[config.mk]
export PLATFORM = sky130hd
export DESIGN_NAME = sel_icache
export DESIGN_NICKNAME = d
export VERILOG_FILES = /design/src/rtl/sic_pkg.sv /design/src/rtl/sic_tags.sv /design/src/rtl/sic_data.sv /design/src/rtl/sic_lru.sv /design/src/rtl/sel_icache.sv
export SDC_FILE = /design/constraint.sdc
export NUM_CORES = 2
export LEC_CHECK = 0
export BUFFER_PORTS_ARGS = -buffer_cell sky130_fd_sc_hd__clkbuf_2
export CORE_MARGIN = 2
export CORE_UTILIZATION = 50
export CTS_CLUSTER_SIZE = 25
export DETAILED_ROUTE_END_ITERATION = 8
export PLACE_DENSITY = 0.68
export SETUP_SLACK_MARGIN = 0.5
export SLEW_MARGIN = 20
export SYNTH_ARGS = -nofsm -noshare
export SYNTH_HDL_FRONTEND = slang
export SYNTH_HIERARCHICAL = 1
export SYNTH_SLANG_ARGS = --single-unit
[constraint.sdc]
create_clock -name clk -period 5.6 [get_ports clk]
set_input_delay 0.56 -clock clk [delete_from_list [all_inputs] [get_ports clk]]
set_output_delay 0.56 -clock clk [all_outputs]
set_load 0.01 [all_outputs]
[src/rtl/sic_pkg.sv]
package sic_pkg;
  // choose the way to replace: free way 0, then free way 1, then the LRU way
  function automatic logic pick_victim(input logic vld0, input logic vld1, input logic lru_way);
    if (!vld0)      return 1'b0;
    else if (!vld1) return 1'b1;
    else            return lru_way;
  endfunction

  // the way a set replaces next once the given way was used
  function automatic logic other_way(input logic used_way);
    return ~used_way;
  endfunction
endpackage

[src/rtl/sic_tags.sv]
module sic_tags #(
  parameter int SETS  = 32,
  parameter int IDX_W = 5,
  parameter int TAG_W = 7
) (
  input  logic             clk,
  input  logic             rst_n,
  input  logic             flush_i,
  input  logic [IDX_W-1:0] rd_idx_i,
  input  logic [TAG_W-1:0] rd_tag_i,
  input  logic             wr_en_i,
  input  logic [IDX_W-1:0] wr_idx_i,
  input  logic             wr_way_i,
  input  logic [TAG_W-1:0] wr_tag_i,
  output logic [1:0]       way_hit_o,
  output logic [1:0]       way_vld_o
);
  for (genvar w = 0; w < 2; w++) begin : g_way
    logic [SETS-1:0]  vld_q;
    logic [TAG_W-1:0] tag_q [SETS];

    always_ff @(posedge clk or negedge rst_n) begin
      if (!rst_n) begin
        vld_q <= '0;
      end else if (flush_i) begin
        vld_q <= '0;
      end else if (wr_en_i && (wr_way_i == 1'(w))) begin
        vld_q[wr_idx_i] <= 1'b1;
      end
    end

    always_ff @(posedge clk) begin
      if (wr_en_i && (wr_way_i == 1'(w))) tag_q[wr_idx_i] <= wr_tag_i;
    end

    assign way_vld_o[w] = vld_q[rd_idx_i];
    assign way_hit_o[w] = vld_q[rd_idx_i] && (tag_q[rd_idx_i] == rd_tag_i);
  end
endmodule

[src/rtl/sic_data.sv]
module sic_data #(
  parameter int SETS   = 32,
  parameter int IDX_W  = 5,
  parameter int INSN_W = 32
) (
  input  logic              clk,
  input  logic [IDX_W-1:0]  rd_idx_i,
  input  logic              rd_way_i,
  input  logic              wr_en_i,
  input  logic [IDX_W-1:0]  wr_idx_i,
  input  logic              wr_way_i,
  input  logic [INSN_W-1:0] wr_data_i,
  output logic [INSN_W-1:0] rd_data_o
);
  logic [INSN_W-1:0] rd_each [2];

  for (genvar w = 0; w < 2; w++) begin : g_way
    logic [INSN_W-1:0] mem_q [SETS];
    always_ff @(posedge clk) begin
      if (wr_en_i && (wr_way_i == 1'(w))) mem_q[wr_idx_i] <= wr_data_i;
    end
    assign rd_each[w] = mem_q[rd_idx_i];
  end

  assign rd_data_o = rd_way_i ? rd_each[1] : rd_each[0];
endmodule

[src/rtl/sic_lru.sv]
module sic_lru #(
  parameter int SETS  = 32,
  parameter int IDX_W = 5
) (
  input  logic             clk,
  input  logic             rst_n,
  input  logic             flush_i,
  input  logic             fill_en_i,
  input  logic [IDX_W-1:0] fill_idx_i,
  input  logic             fill_way_i,
  input  logic             touch_en_i,
  input  logic [IDX_W-1:0] touch_idx_i,
  input  logic             touch_way_i,
  input  logic [IDX_W-1:0] rd_idx_i,
  output logic             rd_lru_o
);
  import sic_pkg::*;
  logic [SETS-1:0] lru_q;

  always_ff @(posedge clk or negedge rst_n) begin
    if (!rst_n) begin
      lru_q <= '0;
    end else if (flush_i) begin
      lru_q <= '0;
    end else begin
      if (fill_en_i)  lru_q[fill_idx_i]  <= other_way(fill_way_i);
      // a hit is applied after a fill to the same set
      if (touch_en_i) lru_q[touch_idx_i] <= other_way(touch_way_i);
    end
  end

  assign rd_lru_o = lru_q[rd_idx_i];
endmodule

[src/rtl/sel_icache.sv]
module sel_icache #(
  parameter int ADDR_W = 12,
  parameter int INSN_W = 32,
  parameter int WORDS  = 64
) (
  input  logic              clk,
  input  logic              rst_n,
  input  logic              flush_i,
  input  logic              fetch_valid_i,
  input  logic [ADDR_W-1:0] fetch_addr_i,
  input  logic              pm_data_i,
  input  logic              mem_valid_i,
  input  logic [INSN_W-1:0] mem_insn_i,
  output logic              hit_o,
  output logic [INSN_W-1:0] hit_insn_o,
  output logic              stall_o
);
  import sic_pkg::*;

  localparam int SETS  = WORDS / 2;
  localparam int IDX_W = $clog2(SETS);
  localparam int TAG_W = ADDR_W - IDX_W;

  logic [IDX_W-1:0]  idx_w;
  logic [TAG_W-1:0]  tag_w;
  logic [1:0]        way_hit_w;
  logic [1:0]        way_vld_w;
  logic              lookup_hit_w;
  logic              hit_way_w;
  logic              lru_w;
  logic              victim_w;
  logic              conflict_w;
  logic              alloc_w;
  logic              fill_w;
  logic [INSN_W-1:0] rd_insn_w;

  logic              pend_q;
  logic [IDX_W-1:0]  pend_idx_q;
  logic [TAG_W-1:0]  pend_tag_q;
  logic              pend_way_q;

  assign idx_w = fetch_addr_i[IDX_W-1:0];
  assign tag_w = fetch_addr_i[ADDR_W-1:IDX_W];

  sic_tags #(.SETS(SETS), .IDX_W(IDX_W), .TAG_W(TAG_W)) u_tags (
    .clk      (clk),
    .rst_n    (rst_n),
    .flush_i  (flush_i),
    .rd_idx_i (idx_w),
    .rd_tag_i (tag_w),
    .wr_en_i  (fill_w),
    .wr_idx_i (pend_idx_q),
    .wr_way_i (pend_way_q),
    .wr_tag_i (pend_tag_q),
    .way_hit_o(way_hit_w),
    .way_vld_o(way_vld_w)
  );

  sic_data #(.SETS(SETS), .IDX_W(IDX_W), .INSN_W(INSN_W)) u_data (
    .clk      (clk),
    .rd_idx_i (idx_w),
    .rd_way_i (hit_way_w),
    .wr_en_i  (fill_w),
    .wr_idx_i (pend_idx_q),
    .wr_way_i (pend_way_q),
    .wr_data_i(mem_insn_i),
    .rd_data_o(rd_insn_w)
  );

  sic_lru #(.SETS(SETS), .IDX_W(IDX_W)) u_lru (
    .clk        (clk),
    .rst_n      (rst_n),
    .flush_i    (flush_i),
    .fill_en_i  (fill_w),
    .fill_idx_i (pend_idx_q),
    .fill_way_i (pend_way_q),
    .touch_en_i (hit_o),
    .touch_idx_i(idx_w),
    .touch_way_i(hit_way_w),
    .rd_idx_i   (idx_w),
    .rd_lru_o   (lru_w)
  );

  assign lookup_hit_w = |way_hit_w;
  assign hit_way_w    = way_hit_w[1];
  assign conflict_w   = fetch_valid_i && pm_data_i;
  assign victim_w     = pick_victim(way_vld_w[0], way_vld_w[1], lru_w);

  assign hit_o      = conflict_w && lookup_hit_w;
  assign stall_o    = conflict_w && !lookup_hit_w;
  assign hit_insn_o = hit_o ? rd_insn_w : '0;

  assign alloc_w = stall_o && !pend_q;
  assign fill_w  = pend_q && mem_valid_i && !flush_i;

  always_ff @(posedge clk or negedge rst_n) begin
    if (!rst_n) begin
      pend_q     <= 1'b0;
      pend_idx_q <= '0;
      pend_tag_q <= '0;
      pend_way_q <= 1'b0;
    end else if (flush_i) begin
      pend_q <= 1'b0;
    end else if (fill_w) begin
      pend_q <= 1'b0;
    end else if (alloc_w) begin
      pend_q     <= 1'b1;
      pend_idx_q <= idx_w;
      pend_tag_q <= tag_w;
      pend_way_q <= victim_w;
    end
  end
endmodule

**Yosys cells after proc, flatten, opt, wreduce, memory -nomap -nowiden**

Memories as Yosys holds them, arrays and structs flattened.
Index checks and enable logic that the tools add are counted.

- $add $sub $neg: 0
- Multiply operators: 0
- Div/mod/pow operators: 0
- Magnitude comparators: 4
- Equality and inequality tests: 2
- Shift operators: 0
- Muxes and demuxes: 31
- Bitwise logic cells: 6
- Reductions and logical operators: 20

Operators by type and width:

| kind | count |
|---|---|
| two-way mux 32 bit | 10 |
| bitwise mux 32 bit | 2 |
| bitwise OR 32 bit | 2 |
| binary-select mux 1 bit (select 5 bit) | 3 |
| == test 7 bit | 2 |
| two-way mux 1 bit | 14 |
| logical AND 1 bit | 12 |
| < comparator 5 x 6 -> 1 bit, second input constant | 2 |
| demux 1 bit (select 5 bit) | 2 |
| >= comparator 5 x 1 -> 1 bit, second input constant | 2 |
| inverter 1 bit | 4 |
| nonzero test 2 bit | 2 |
| zero test 1 bit | 3 |
| AND reduction 3 bit | 1 |
| nonzero test 3 bit | 1 |
| OR reduction 2 bit | 1 |

- Bits in registers: 110
- Latch bits: 0
- Memory bits (writable): 2496
- Memory bits (read-only): 0
- Output and inout port bits: 34
- Logic and storage cells: 74
- Memories: 4

Memories:

| memory | depth | width | read ports | clocked after memory_dff | write ports | RTL line | source |
|---|---|---|---|---|---|---|---|
| u_data.g_way[0].mem_q | 32 | 32 | 1 | 0 | 1 | sic_data.sv:18 | `logic [INSN_W-1:0] mem_q [SETS];` |
| u_data.g_way[1].mem_q | 32 | 32 | 1 | 0 | 1 | sic_data.sv:18 |  |
| u_tags.g_way[0].tag_q | 32 | 7 | 1 | 0 | 1 | sic_tags.sv:20 | `logic [TAG_W-1:0] tag_q [SETS];` |
| u_tags.g_way[1].tag_q | 32 | 7 | 1 | 0 | 1 | sic_tags.sv:20 |  |

**Depth between registers and ports, before layout**

- Depth in word-level cells: 10
- Gate-level depth with buffers: 20
- Mapped depth without buffers: 14

**Cells and area by module**

The synthesis kept the hierarchy.

By module, submodules not included:

| module | instances | cells each | area an instance (um^2) | seq. area each (um^2) |
|---|---|---|---|---|
| sic_data | 1 | 3487 | 78766.8 | 61499.0 |
| sic_tags | 1 | 1100 | 20415.8 | 15054.4 |
| sic_lru | 1 | 260 | 2288.4 | 800.8 |
| sel_icache | 1 | 77 | 823.3 | 350.3 |

**Worst setup path after synthesis**

No wires, ideal clock.

- Path kind: input-to-output
- Start point: input fetch_addr_i[0]
- End point: output hit_insn_o[10]
- Arrival time: 4.459 ns
- Required time: 5.040 ns
- Path slack: 0.581 ns
- Stages on the path: 17
- Buffers on the path: 6
- Cells stage by stage: buf_2 > buf_4 > buf_2 > buf_4 > mux4_2 > o21ai_0 > o211ai_1 > xor2_1 > a2111oi_2 > clkbuf_1 > clkbuf_1 > nand2_1 > a221oi_1 > a21oi_1 > a22oi_1 > a211oi_1 > and2_1

- Elaborated cells between the ends (all ways): 16
- Classes of those cells: eq/ne: 2; mux: 6; reduce/logical: 4; memory: 4

RTL lines:

| item | RTL line | source |
|---|---|---|
| start: declaration | sel_icache.sv:10 | `input logic [ADDR_W-1:0] fetch_addr_i,` |
| memory (32 x 7 bit) / binary-select mux 1 bit (select 5 bit) (equally long branches) | n/a |  |
| == test 7 bit / two-way mux 1 bit (equally long branches) | sic_tags.sv:37 | `assign way_hit_o[w] = vld_q[rd_idx_i] && (tag_q[rd_idx_i] == rd_tag_i);` |
| logical AND 1 bit * | sic_tags.sv:37 |  |
| named net way_hit_w[1] | sel_icache.sv:26 | `logic [1:0] way_hit_w;` |
| two-way mux 32 bit * | sic_data.sv:25 | `assign rd_data_o = rd_way_i ? rd_each[1] : rd_each[0];` |
| named net rd_insn_w[10] | sel_icache.sv:35 | `logic [INSN_W-1:0] rd_insn_w;` |
| two-way mux 32 bit * | sel_icache.sv:91 | `assign hit_insn_o = hit_o ? rd_insn_w : '0;` |
| end: declaration | sel_icache.sv:15 | `output logic [INSN_W-1:0] hit_insn_o,` |

The timed path passes the listed nets; every way through them passes the cells marked *. The select of a mux whose other input is x is not followed.

**Worst setup path after layout**

- Start point: input fetch_addr_i[4]
- End point: output hit_insn_o[27]

The elaborated chain is that of the path after synthesis.

==> results.yml <==
die:
  num_rows: 166
  start_util_pct: 50.15
  io_pins: 84
  die_h_um: 456.3
  die_w_um: 456.3
  dieArea_mm2: 0.2082
  core_mm2: 0.2040
critical_path:
  crit_slowest_cell: "or3b_2"
  path_common_cell: "buf_4"
  required_ps: 5040
  crit_arrival_ps: 4710
  crit_chain: "buf_6, buf_4, or3b_2, o22ai_1, nor4_1, xor2_1, nor2_1, o211ai_1, a2111oi_4, buf_6, buf_12, buf_12, nand2_8, buf_4, a221oi_2, a21oi_1, a22oi_2, buf_4, a211oi_2, and2_1, buf_2"
  worstSetupStartpointType: "input port"
  max_stage_delay_ps: 490
  end_kind: "output pin"
  rr_startpoint: "u_tags/g_way[1].tag_q[19][4]"
  path_class: "input port to output pin"
  cp_max_fo: 36
  ff2ff_path_depth: 19
  regToRegSetupSlack_ps: 1460
  r2r-end: "u_lru/lru_q[7]"
placement:
  io_buffers: 83
  detailed_place_hpwl_um: 145200
  placed_area_mm2: 0.1070
  gp_congestion: 0.8513
  placedCellCount: 7654
final_layout:
  area_growth_syn_to_layout_pct: 13.75
  final_area_mm2: 0.1164
  nets: 5323
  final_cell_count_no_fill: 8151
  drive_above_1_share_pct: 30.39
drt:
  vias: 51950
  drtIter0Drc: 5922
  wl_per_cell_um: 30.66
  viasPerCell: 6.374
  ant_nets: 0
  drtPass1Iterations: 6
  drt-total-wl_um: 249900
  drc_errors: 0
clocking:
  htreeDepth: 5
  cts_max_path_buffers: 4
  tritoncts: "built"
  cts.clk_slew.worst_paths_ps: 60
  numCtsBuffers: 280
  clock_latency_ps: 930
  root_buffer: "clkbuf_16"
  cts.sinks: 2606
timing:
  min_period_ps: 5270
  slew_headroom_pct: 17.74
  hold_viol: 0
  setup_viol: 0
  finalClockSkew_ps: 48.79
  worst_pin_slew_ps: 1229
  rsz0062_at_grt: "true"
  slew_violations: 0
  period_share_pct: 94.11
  timing.fmax_mhz: 189.8
  hold_slack_ps: 79.92
  tns_ps: 0
run:
  max_cap_viol_count: 0
synthesis:
  async_flop_share_pct: 4.221
  synth_area_mm2: 0.1023
  yosysSeqAreaShare_pct: 75.96
  synth_top_cell_area_share_pct: 73.27
  synth-seq-cells: 2606
  synth_cell_types: 67
  synth-main-ff-cell: "edfxtp_1"
  yosysTopAreaCell: "edfxtp_1"
  synth_edf_count: 2496
  yosys-top-cells-count: "edfxtp_1 (2,496), mux4_2 (539), nor2_1 (294)"
  syn-num-nets: 4974
  avgSynthCellArea_um2: 20.77
  yosysWarningCount: 6
  ys_top_cells_by_area: "edfxtp_1 (73%), mux4_2 (12%), dfrtp_1 (2.7%)"
  synth_most_common_cell: "edfxtp_1"
  netlist_instances: 4924
power_and_ir_drop:
  powerDensity_mw_per_mm2: 355.1
  power_w: 0.04131
  p_leak_nw: 37.22
  vdd_drop_max_mv: 0.3658
global_route:
  grt_overflow: 0
  grt_max_degree: 127
  grt_usage_pct: 23.72
  grt_pass1_vias: 51750
  antenna_found_initial: 6
  grt_first_pass_wirelength_um: 361600
status:
  outcome: "completed"
worst_hold_path:
  hold_path.class: "input port to flip-flop"
  hold_path_end: "u_tags/g_way[0].vld_q[29]"
  hold_path_startpoint: "flush_i"
  holdPathStages: 2
[cell families (layout without fill, tap and decap cells)]
kind of cell / count (synthesis) / in the layout / synth area share (%)
multiplexers: 906 / 906 / 15.85
AO/OA/AOI/OAI: 532 / 533 / 3.633
other: 0 / 4 / 0
flip-flops: 2606 / 2606 / 75.96
AND/OR/NAND/NOR: 568 / 568 / 2.664
XOR/XNOR: 12 / 12 / 0.1027
buffers and inverters: 300 / 834 / 1.793
[per-stage QoR]
stage          util [%]  setup WS, ps
2_1_floorplan         -         581.3
3_3_place_gp      52.46         116.4
3_5_place_dp      52.46         172.5
4_1_cts           56.91         352.6
5_1_grt           57.04         127.3
6_report          57.05         329.9
[sequential cells by signal, indices dropped and copies added (netlist names)]
name and flops:
u_data/g_way.mem_q 2048, u_tags/g_way.tag_q 448, u_tags/g_way.vld_q 64, u_lru/lru_q 32, pend_tag_q 7, pend_idx_q 5
pend_q 1, pend_way_q 1
[routing by layer]
metal  track usage (%)  vias up  part of all wire, %
li1                  -    21240                    -
met1             32.71    27770                   39
met2             38.57     2510                   49
met3             4.146      434                  8.5
met4             8.163        4                  3.4
met5                 0        -               0.0092
[cell usage in the layout (no fill, tap or decap), types with 9 or more instances in the layout]
master        n
o22ai_1     112
clkbuf_16   285
o22a_1        9
or3b_2       10
nand4_1      11
nor2b_1      24
mux2i_1     152
a221oi_2     14
clkinv_2     46
mux4_2      541
buf_4       254
o31ai_1      39
a21oi_1      70
nand3_1      30
nand4b_1     10
dfrtp_1     103
o221ai_1      9
a311oi_1     32
nor2_1      224
and2_1       24
buf_6        12
o21ai_0      61
nand2_1      70
nor2_4       66
buf_12       20
mux2_4       10
and2_4       13
clkbuf_1     45
nand3b_1     22
edfxtp_1   2496
clkinv_1     52
a22oi_1      35
clkbuf_2     62
mux2_2      199
bufinv_16    20
a221oi_1     48
a22o_1       23
[layout make-up]
type	count	area (µm²)
fillers	14670	87600
flip-flops and latches	2606	77730
multi-input cells	2019	23740
clock buffers	335	7370
well taps	2688	3363
repair buffers	363	2988
clock inverters	133	1151
inverters	3	11.26
diodes	4	10.01
[worst max path at each step]
stage	startpoint	cells after the start	end	slack, ps
final	fetch_addr_i[4]	21	hit_insn_o[27]	330
after global routing	u_tags/g_way[1].tag_q[26][4]	19	hit_insn_o[27]	130
after detailed placement	fetch_addr_i[4]	19	hit_insn_o[12]	170
after floorplan	fetch_addr_i[0]	17	hit_insn_o[10]	580
after CTS	u_tags/g_way[1].tag_q[8][4]	16	hit_insn_o[13]	350
after global placement	fetch_addr_i[4]	19	hit_insn_o[12]	120
[critical path, delay by kind of cell]
| family | cells | cell delay [ps] |
|---|---|---|
| xor+xnor | 1 | 190 |
| buf+inv | 8 | 1640 |
| compound gates | 7 | 1250 |
| simple gates | 5 | 990 |
[power breakdown]
group | internal, W | switching (W) | total [W]
Combinational | 0.000749 | 0.00134 | 0.00209
Sequential | 0.0216 | 0.000205 | 0.0218
Clock | 0.0102 | 0.00720 | 0.0174
[what timing repair did]
item / 4_1_cts / 5_1_grt
hold buffers: 4 / 0
pin swaps: 22 / 23
gates cloned: 3 / 0
buffers inserted: 12 / 6
setup endpoints to repair: 33 / 32
resized for setup: 78 / 39
hold endpoints to repair: 45 / 0
No activity file was read; power rests on OpenSTA's default activity.
